[config.mk]
export PLATFORM = sky130hd
export DESIGN_NAME = acc_cpu
export DESIGN_NICKNAME = d
export VERILOG_FILES = /design/src/rtl/acc_cpu_pkg.sv /design/src/rtl/acc_decode.sv /design/src/rtl/acc_regfile.sv /design/src/rtl/acc_ctrl.sv /design/src/rtl/acc_cpu.sv
export SDC_FILE = /design/constraint.sdc
export NUM_CORES = 1
export LEC_CHECK = 0
export BUFFER_PORTS_ARGS = -buffer_cell sky130_fd_sc_hd__buf_2
export CAP_MARGIN = 20
export CORE_MARGIN = 1
export CORE_UTILIZATION = 49
export DETAILED_ROUTE_END_ITERATION = 7
export MAX_ROUTING_LAYER = met4
export PLACE_DENSITY = 0.7
export SYNTH_ARGS = -nofsm -noshare
export SYNTH_HDL_FRONTEND = slang
export SYNTH_SLANG_ARGS = --single-unit
[constraint.sdc]
create_clock -name clk -period 3.2 [get_ports clk]
set_input_delay 0.8 -clock clk [delete_from_list [all_inputs] [get_ports clk]]
set_output_delay 0.8 -clock clk [all_outputs]
set_load 0.005 [all_outputs]
[src/rtl/acc_cpu_pkg.sv]
package acc_cpu_pkg;

   typedef enum logic [1:0] {
      ST_FETCH,
      ST_DECODE,
      ST_EXECUTE,
      ST_WRITEBACK
   } cpu_state_e;

   typedef enum logic [2:0] {
      ACT_NONE,
      ACT_LOAD,
      ACT_STORE,
      ACT_ADD,
      ACT_COPY
   } cpu_act_e;

   localparam logic [1:0] OPC_MOVE = 2'b01;
   localparam logic [1:0] OPC_ADD  = 2'b11;

endpackage

[src/rtl/acc_decode.sv]
module acc_decode
   import acc_cpu_pkg::*;
#(
   parameter int OPND_W = 7,
   parameter int NREGS  = 4,
   localparam int INSTR_W = 2 + 2 * OPND_W,
   localparam int RIDX_W  = $clog2(NREGS)
) (
   input  logic [INSTR_W-1:0] ir,
   output cpu_act_e           act,
   output logic [RIDX_W-1:0]  dst_reg,
   output logic [RIDX_W-1:0]  src_reg,
   output logic [OPND_W-2:0]  mem_off
);
   logic [1:0]        opc;
   logic [OPND_W-1:0] dst_f, src_f;
   logic              dst_mem, src_mem, dst_ok, src_ok;

   assign opc   = ir[INSTR_W-1 -: 2];
   assign dst_f = ir[2*OPND_W-1 -: OPND_W];
   assign src_f = ir[OPND_W-1:0];

   assign dst_mem = dst_f[OPND_W-1];
   assign src_mem = src_f[OPND_W-1];
   // a register field is usable only when its number fits the file
   assign dst_ok  = !dst_mem && (dst_f[OPND_W-2:0] < (OPND_W-1)'(NREGS));
   assign src_ok  = !src_mem && (src_f[OPND_W-2:0] < (OPND_W-1)'(NREGS));

   assign dst_reg = dst_f[RIDX_W-1:0];
   assign src_reg = src_f[RIDX_W-1:0];
   assign mem_off = dst_mem ? dst_f[OPND_W-2:0] : src_f[OPND_W-2:0];

   always_comb begin
      act = ACT_NONE;
      if (opc == OPC_MOVE) begin
         if (dst_ok && src_mem)      act = ACT_LOAD;
         else if (dst_mem && src_ok) act = ACT_STORE;
         else if (dst_ok && src_ok)  act = ACT_COPY;
      end else if (opc == OPC_ADD) begin
         if (dst_ok && src_mem)      act = ACT_ADD;
      end
   end
endmodule

[src/rtl/acc_regfile.sv]
module acc_regfile #(
   parameter int DATA_W = 8,
   parameter int NREGS  = 4,
   localparam int RIDX_W = $clog2(NREGS)
) (
   input  logic                    clk,
   input  logic                    rst,
   input  logic                    we,
   input  logic [RIDX_W-1:0]       widx,
   input  logic [DATA_W-1:0]       wdata,
   input  logic [RIDX_W-1:0]       ridx_a,
   output logic [DATA_W-1:0]       rdata_a,
   input  logic [RIDX_W-1:0]       ridx_b,
   output logic [DATA_W-1:0]       rdata_b,
   output logic [NREGS*DATA_W-1:0] flat
);
   logic [DATA_W-1:0] regs [NREGS];

   for (genvar i = 0; i < NREGS; i++) begin : g_reg
      always_ff @(posedge clk) begin
         if (rst)                                regs[i] <= '0;
         else if (we && widx == RIDX_W'(i))      regs[i] <= wdata;
      end
      assign flat[i*DATA_W +: DATA_W] = regs[i];
   end

   assign rdata_a = regs[ridx_a];
   assign rdata_b = regs[ridx_b];
endmodule

[src/rtl/acc_ctrl.sv]
module acc_ctrl
   import acc_cpu_pkg::*;
#(
   parameter int PC_W = 7
) (
   input  logic             clk,
   input  logic             rst,
   input  logic             halt,
   input  cpu_act_e         act,
   output cpu_state_e       state,
   output logic [PC_W-1:0]  pc
);
   cpu_state_e nxt;

   always_comb begin
      nxt = state;
      unique case (state)
         ST_FETCH:     if (!halt) nxt = ST_DECODE;
         ST_DECODE:    nxt = ST_EXECUTE;
         ST_EXECUTE:   nxt = (act == ACT_LOAD || act == ACT_ADD) ? ST_WRITEBACK : ST_FETCH;
         ST_WRITEBACK: nxt = ST_FETCH;
         default:      nxt = ST_FETCH;
      endcase
   end

   always_ff @(posedge clk) begin
      if (rst) begin
         state <= ST_FETCH;
         pc    <= '0;
      end else begin
         state <= nxt;
         if (state == ST_DECODE) pc <= pc + PC_W'(1);
      end
   end

   AST_PC_HOLD: assert property (@(posedge clk) disable iff (rst)
      state != ST_DECODE |=> pc == $past(pc));
   AST_PC_STEP: assert property (@(posedge clk) disable iff (rst)
      state == ST_DECODE |=> pc == $past(pc) + PC_W'(1));
   AST_HALT_PARK: assert property (@(posedge clk) disable iff (rst)
      (state == ST_FETCH && halt) |=> state == ST_FETCH);
   AST_DECODE_NEXT: assert property (@(posedge clk) disable iff (rst)
      state == ST_DECODE |=> state == ST_EXECUTE);
endmodule

[src/rtl/acc_cpu.sv]
module acc_cpu
   import acc_cpu_pkg::*;
#(
   parameter int DATA_W = 8,
   parameter int OPND_W = 7,
   parameter int NREGS  = 4,
   localparam int INSTR_W = 2 + 2 * OPND_W,
   localparam int RIDX_W  = $clog2(NREGS),
   localparam int PC_W    = OPND_W
) (
   input  logic                    clk,
   input  logic                    rst,
   input  logic                    halt,
   output logic [PC_W-1:0]         mem_addr,
   output logic [INSTR_W-1:0]      mem_wdata,
   output logic                    mem_we,
   input  logic [INSTR_W-1:0]      mem_rdata,
   output logic [PC_W-1:0]         dbg_pc,
   output logic [NREGS*DATA_W-1:0] dbg_regs
);
   if (DATA_W >= INSTR_W) begin : g_bad_width
      $error("data width must be narrower than the instruction word");
   end
   if (NREGS < 2 || (1 << RIDX_W) != NREGS) begin : g_bad_regs
      $error("register count must be a power of two of at least 2");
   end
   if (NREGS > (1 << (OPND_W - 1))) begin : g_bad_field
      $error("register count exceeds the operand field");
   end

   cpu_state_e          state;
   cpu_act_e            act;
   logic [PC_W-1:0]     pc;
   logic [INSTR_W-1:0]  ir;
   logic [RIDX_W-1:0]   dst_reg, src_reg;
   logic [OPND_W-2:0]   mem_off;
   logic [DATA_W-1:0]   rd_a, rd_b, rf_wdata, sum;
   logic                rf_we;

   always_ff @(posedge clk) begin
      if (rst)                    ir <= '0;
      else if (state == ST_DECODE) ir <= mem_rdata;
   end

   acc_decode #(.OPND_W(OPND_W), .NREGS(NREGS)) u_dec (
      .ir(ir), .act(act), .dst_reg(dst_reg), .src_reg(src_reg), .mem_off(mem_off)
   );

   acc_ctrl #(.PC_W(PC_W)) u_ctrl (
      .clk(clk), .rst(rst), .halt(halt), .act(act), .state(state), .pc(pc)
   );

   assign sum = rd_a + mem_rdata[DATA_W-1:0];

   always_comb begin
      rf_we    = 1'b0;
      rf_wdata = rd_b;
      if (state == ST_EXECUTE && act == ACT_COPY) begin
         rf_we = 1'b1;
      end else if (state == ST_WRITEBACK) begin
         rf_we    = 1'b1;
         rf_wdata = (act == ACT_ADD) ? sum : mem_rdata[DATA_W-1:0];
      end
   end

   acc_regfile #(.DATA_W(DATA_W), .NREGS(NREGS)) u_rf (
      .clk(clk), .rst(rst), .we(rf_we), .widx(dst_reg), .wdata(rf_wdata),
      .ridx_a(dst_reg), .rdata_a(rd_a), .ridx_b(src_reg), .rdata_b(rd_b),
      .flat(dbg_regs)
   );

   assign mem_addr  = (state == ST_EXECUTE || state == ST_WRITEBACK) ? {1'b0, mem_off} : pc;
   assign mem_we    = (state == ST_EXECUTE) && (act == ACT_STORE);
   assign mem_wdata = {{(INSTR_W-DATA_W){1'b0}}, rd_b};
   assign dbg_pc    = pc;

   AST_WE_IN_EXEC: assert property (@(posedge clk) disable iff (rst)
      mem_we |-> state == ST_EXECUTE);
   AST_WE_ONE_CYCLE: assert property (@(posedge clk) disable iff (rst)
      mem_we |=> !mem_we);
   AST_WB_AFTER_EXEC: assert property (@(posedge clk) disable iff (rst)
      state == ST_WRITEBACK |-> $past(state) == ST_EXECUTE);
   AST_REGS_QUIET: assert property (@(posedge clk) disable iff (rst)
      (state == ST_FETCH || state == ST_DECODE) |=> $stable(dbg_regs));
   AST_HALT_NO_WRITE: assert property (@(posedge clk) disable iff (rst)
      (state == ST_FETCH && halt) |-> !mem_we);
endmodule

==> flow_metrics.py <==
metrics = {
    "die": {
        "die_area_sq_mm": 0.00712,
        "fp-row-count": 29,
        "initial_core_util_pct": 51.5,
        "io_pins": 82,
        "die_h_microns": 84.4,
        "die_x_microns": 84.4,
        "core_area_sq_mm": 0.00646,
    },
    "placed_design": {
        "dp_hpwl_mm": 6.24,
        "gp_congestion": 0.922,
        "portBuffers": 73,
        "preCtsSetupSlack_ns": 0.198,
    },
    "global_route": {
        "grt_busiest_layer": "met2",
        "grt_max_degree": 29,
        "met3_usage_pct": 6.78,
        "grt_usage_pct": 27.4,
        "use_met1_pct": 35.0,
        "antenna_found_initial": 0,
        "met2_usage_pct": 41.7,
        "grt_pass1_vias": 2664,
        "grt_pass1_wl_mm": 13.9,
        "grt-ovfl-total": 0,
    },
    "logic_synthesis": {
        "synth_top_family_by_area": "simple AND/OR/NAND/NOR gates",
        "yosysMostFrequentCell": "nand2_1",
        "synth_warnings": 0,
        "syn_avg_cell_area_sq_um": 10.3,
        "synthTopCellsByCount": "nand2_1 (48), nor2_1 (42), a21oi_1 (32), edfxtp_1 (32), dfxtp_1 (29)",
        "synth_ff_type": "edfxtp_1",
        "synthAdderAreaFrac_pct": 3.61,
        "synth.area.top_cells": "edfxtp_1 (29%), dfxtp_1 (17%), mux4_2 (11%)",
        "seq_area_frac_synth_pct": 46.3,
        "synth_compound_area_share_pct": 9.55,
        "netlist.area_leader.share_pct": 28.9,
        "synth_edf_count": 32,
        "yosys.area_share.simple_pct": 20.1,
        "syn_inst": 322,
        "synthesis.area_sq_mm": 0.00333,
        "ys_ff_latch": 61,
        "yosysUniqueCellTypes": 49,
        "synth_area_leader_cell": "edfxtp_1",
        "synth-xor-area-share_pct": 1.84,
        "synth-async-reset-ratio_pct": 0,
        "muxShareOfSynthArea_pct": 13.6,
    },
    "route": {
        "viasPerCell": 5.74,
        "ant_nets": 0,
        "wl_per_cell_microns": 18.2,
        "via_count": 2749,
        "drt_first_pass_iters": 7,
        "drt_wl_total_mm": 8.72,
        "drc": 6,
        "drt_iter0_drc": 225,
    },
    "sta": {
        "fin_crit_sh_pct": 94.5,
        "relSlewSlack_pct": 53.2,
        "fin_skew_ns": 0.00845,
        "setup-violations-final": 0,
        "tns_ns": 0,
        "slew_violations": 0,
        "min_period_ns": 3.02,
        "setup_slack_ns": 0.176,
        "rsz0062_at_grt": "false",
        "worst_pin_slew_ns": 0.702,
        "fmax_mhz": 331,
        "hold_violations": 0,
    },
    "critical_path": {
        "crit_top_cell": "buf_4",
        "slowest_delay_ns": 0.52,
        "critPathMaxFanout": 4,
        "crit_chain": "buf_4 -> buf_4 -> mux4_2 -> ha_1 -> a21oi_1 -> a211oi_1 -> or3_1 -> a31o_2 -> a21oi_2 -> nor3_1",
        "cp-end-kind": "flop",
        "cp-start-kind": "flop",
        "crit_path_top_delay_cell": "mux4_2",
        "arrival_ns": 3.11,
        "required_ns": 3.28,
        "critical_path_class": "flop to flop",
    },
    "clock_tree": {
        "cts_setup_buffers": 0,
        "clk_root_buffer_cell": "clkbuf_8",
        "cts.repair.resized": 0,
        "clkTransAtPathRegs_ns": 0.07,
        "h-tree-depth": 3,
        "cts.sinks": 61,
        "hold_buffers": 0,
        "cts_inserted_buffers": 9,
        "cts_buffer_depth": 2,
        "insertion_delay_ns": 0.34,
        "cts_tree": "yes",
    },
    "cells_and_area": {
        "seqCellArea_sq_mm": 0.00154,
        "drive_above_1_share_pct": 31.8,
        "areaGrowthSynthToFinish_pct": 19.1,
        "n_antenna_cell": 0,
        "layout.nets": 425,
        "multi_input_area_sq_mm": 0.00165,
        "fillers": 585,
    },
    "status": {
        "violations": "DRC",
        "outcome": "finished with violations",
    },
    "power": {
        "vdd_ir_drop_max_v": 0.000334,
        "power_leakage_uw": 0.00161,
        "pwr_density_cell_mw_per_mm2": 469,
    },
    "job": {
        "cap_violations": 0,
    },
    "worst_hold_path": {
        "min-delay-path-class": "flop to flop",
    },
}
## logic make-up after synthesis
kind of cell / Yosys count
other cells: 1
fa+ha+maj: 9
buf+inv: 30
mux: 25
simple gates: 134
flops: 61
xor+xnor: 7
compound gates: 55
## layout by cell type, fill, tap and decap left out, types with 4 or more instances in the layout
cell	count
clkbuf_8	11
inv_1	5
nor2b_1	7
nand2_1	48
edfxtp_1	32
buf_4	9
buf_2	73
mux4_2	16
ha_1	8
conb_1	8
o21ai_0	8
nor2_1	42
dfxtp_1	29
xor2_1	4
mux2i_1	8
a21oi_1	32
## path summary, 6_finish.rpt
path,cells after the start,startpoint,slack (ns),end
worst max-delay path,10,flop,0.18,u_rf.regs[0][7]
worst min-delay path,2,ir[10],0.48,ir[10]
worst max register to register,10,flop,0.18,u_rf.regs[0][7]
worst min register to register,2,ir[10],0.48,ir[10]
## flip-flops by register name (all words and copies together) (netlist names), named ones only
name,count
u_rf.regs,32
ir,16
u_ctrl.pc,7
u_ctrl.state,2
## metal layers
layer,share of wire (%),routed length [microns],vias up
met5,0,0,-
met4,2.7,233,0
met3,7.9,688,17
met2,47,4120,136
met1,42,3680,1309
li1,-,-,1287
## where the power goes
part	switching (uW)	leakage (uW)	internal, uW
sequential	38.5	0.000567	851
clock	316	0.000108	418
combinational	126	0.000931	109
## critical path: cells and delay by family (launching register included)
family          cells  cell delay, ns
compound gates      4            0.84
mux                 1            0.52
simple gates        2            0.50
flops               1            0.40
buf+inv             2            0.30
fa+ha+maj           1            0.20
## metrics by stage
stage | power (uW) | utilization, % | hold slack [ns] | instance area [sq um] | instances
2_1_floorplan | 1050 | - | 0.448 | 3350 | 329
3_3_place_gp | 1130 | 57.9 | 0.459 | 3740 | 463
3_5_place_dp | 1140 | 57.9 | 0.469 | 3740 | 463
4_1_cts | 1870 | 61.4 | 0.477 | 3960 | 479
5_1_grt | 1940 | 61.4 | 0.495 | 3960 | 479
6_report | 1860 | 61.4 | 0.476 | 3960 | 479
## layout make-up
| class | instances | area share (%) |
|---|---|---|
| multi-input cells | 238 | 41.6 |
| flip-flops and latches | 61 | 38.9 |
| repair buffers | 82 | 10.9 |
| clock buffers | 13 | 5.08 |
| well taps | 77 | 2.43 |
| clock inverters | 3 | 0.537 |
| inverters | 5 | 0.474 |
Note: power is estimated with default switching activity, not from simulation.
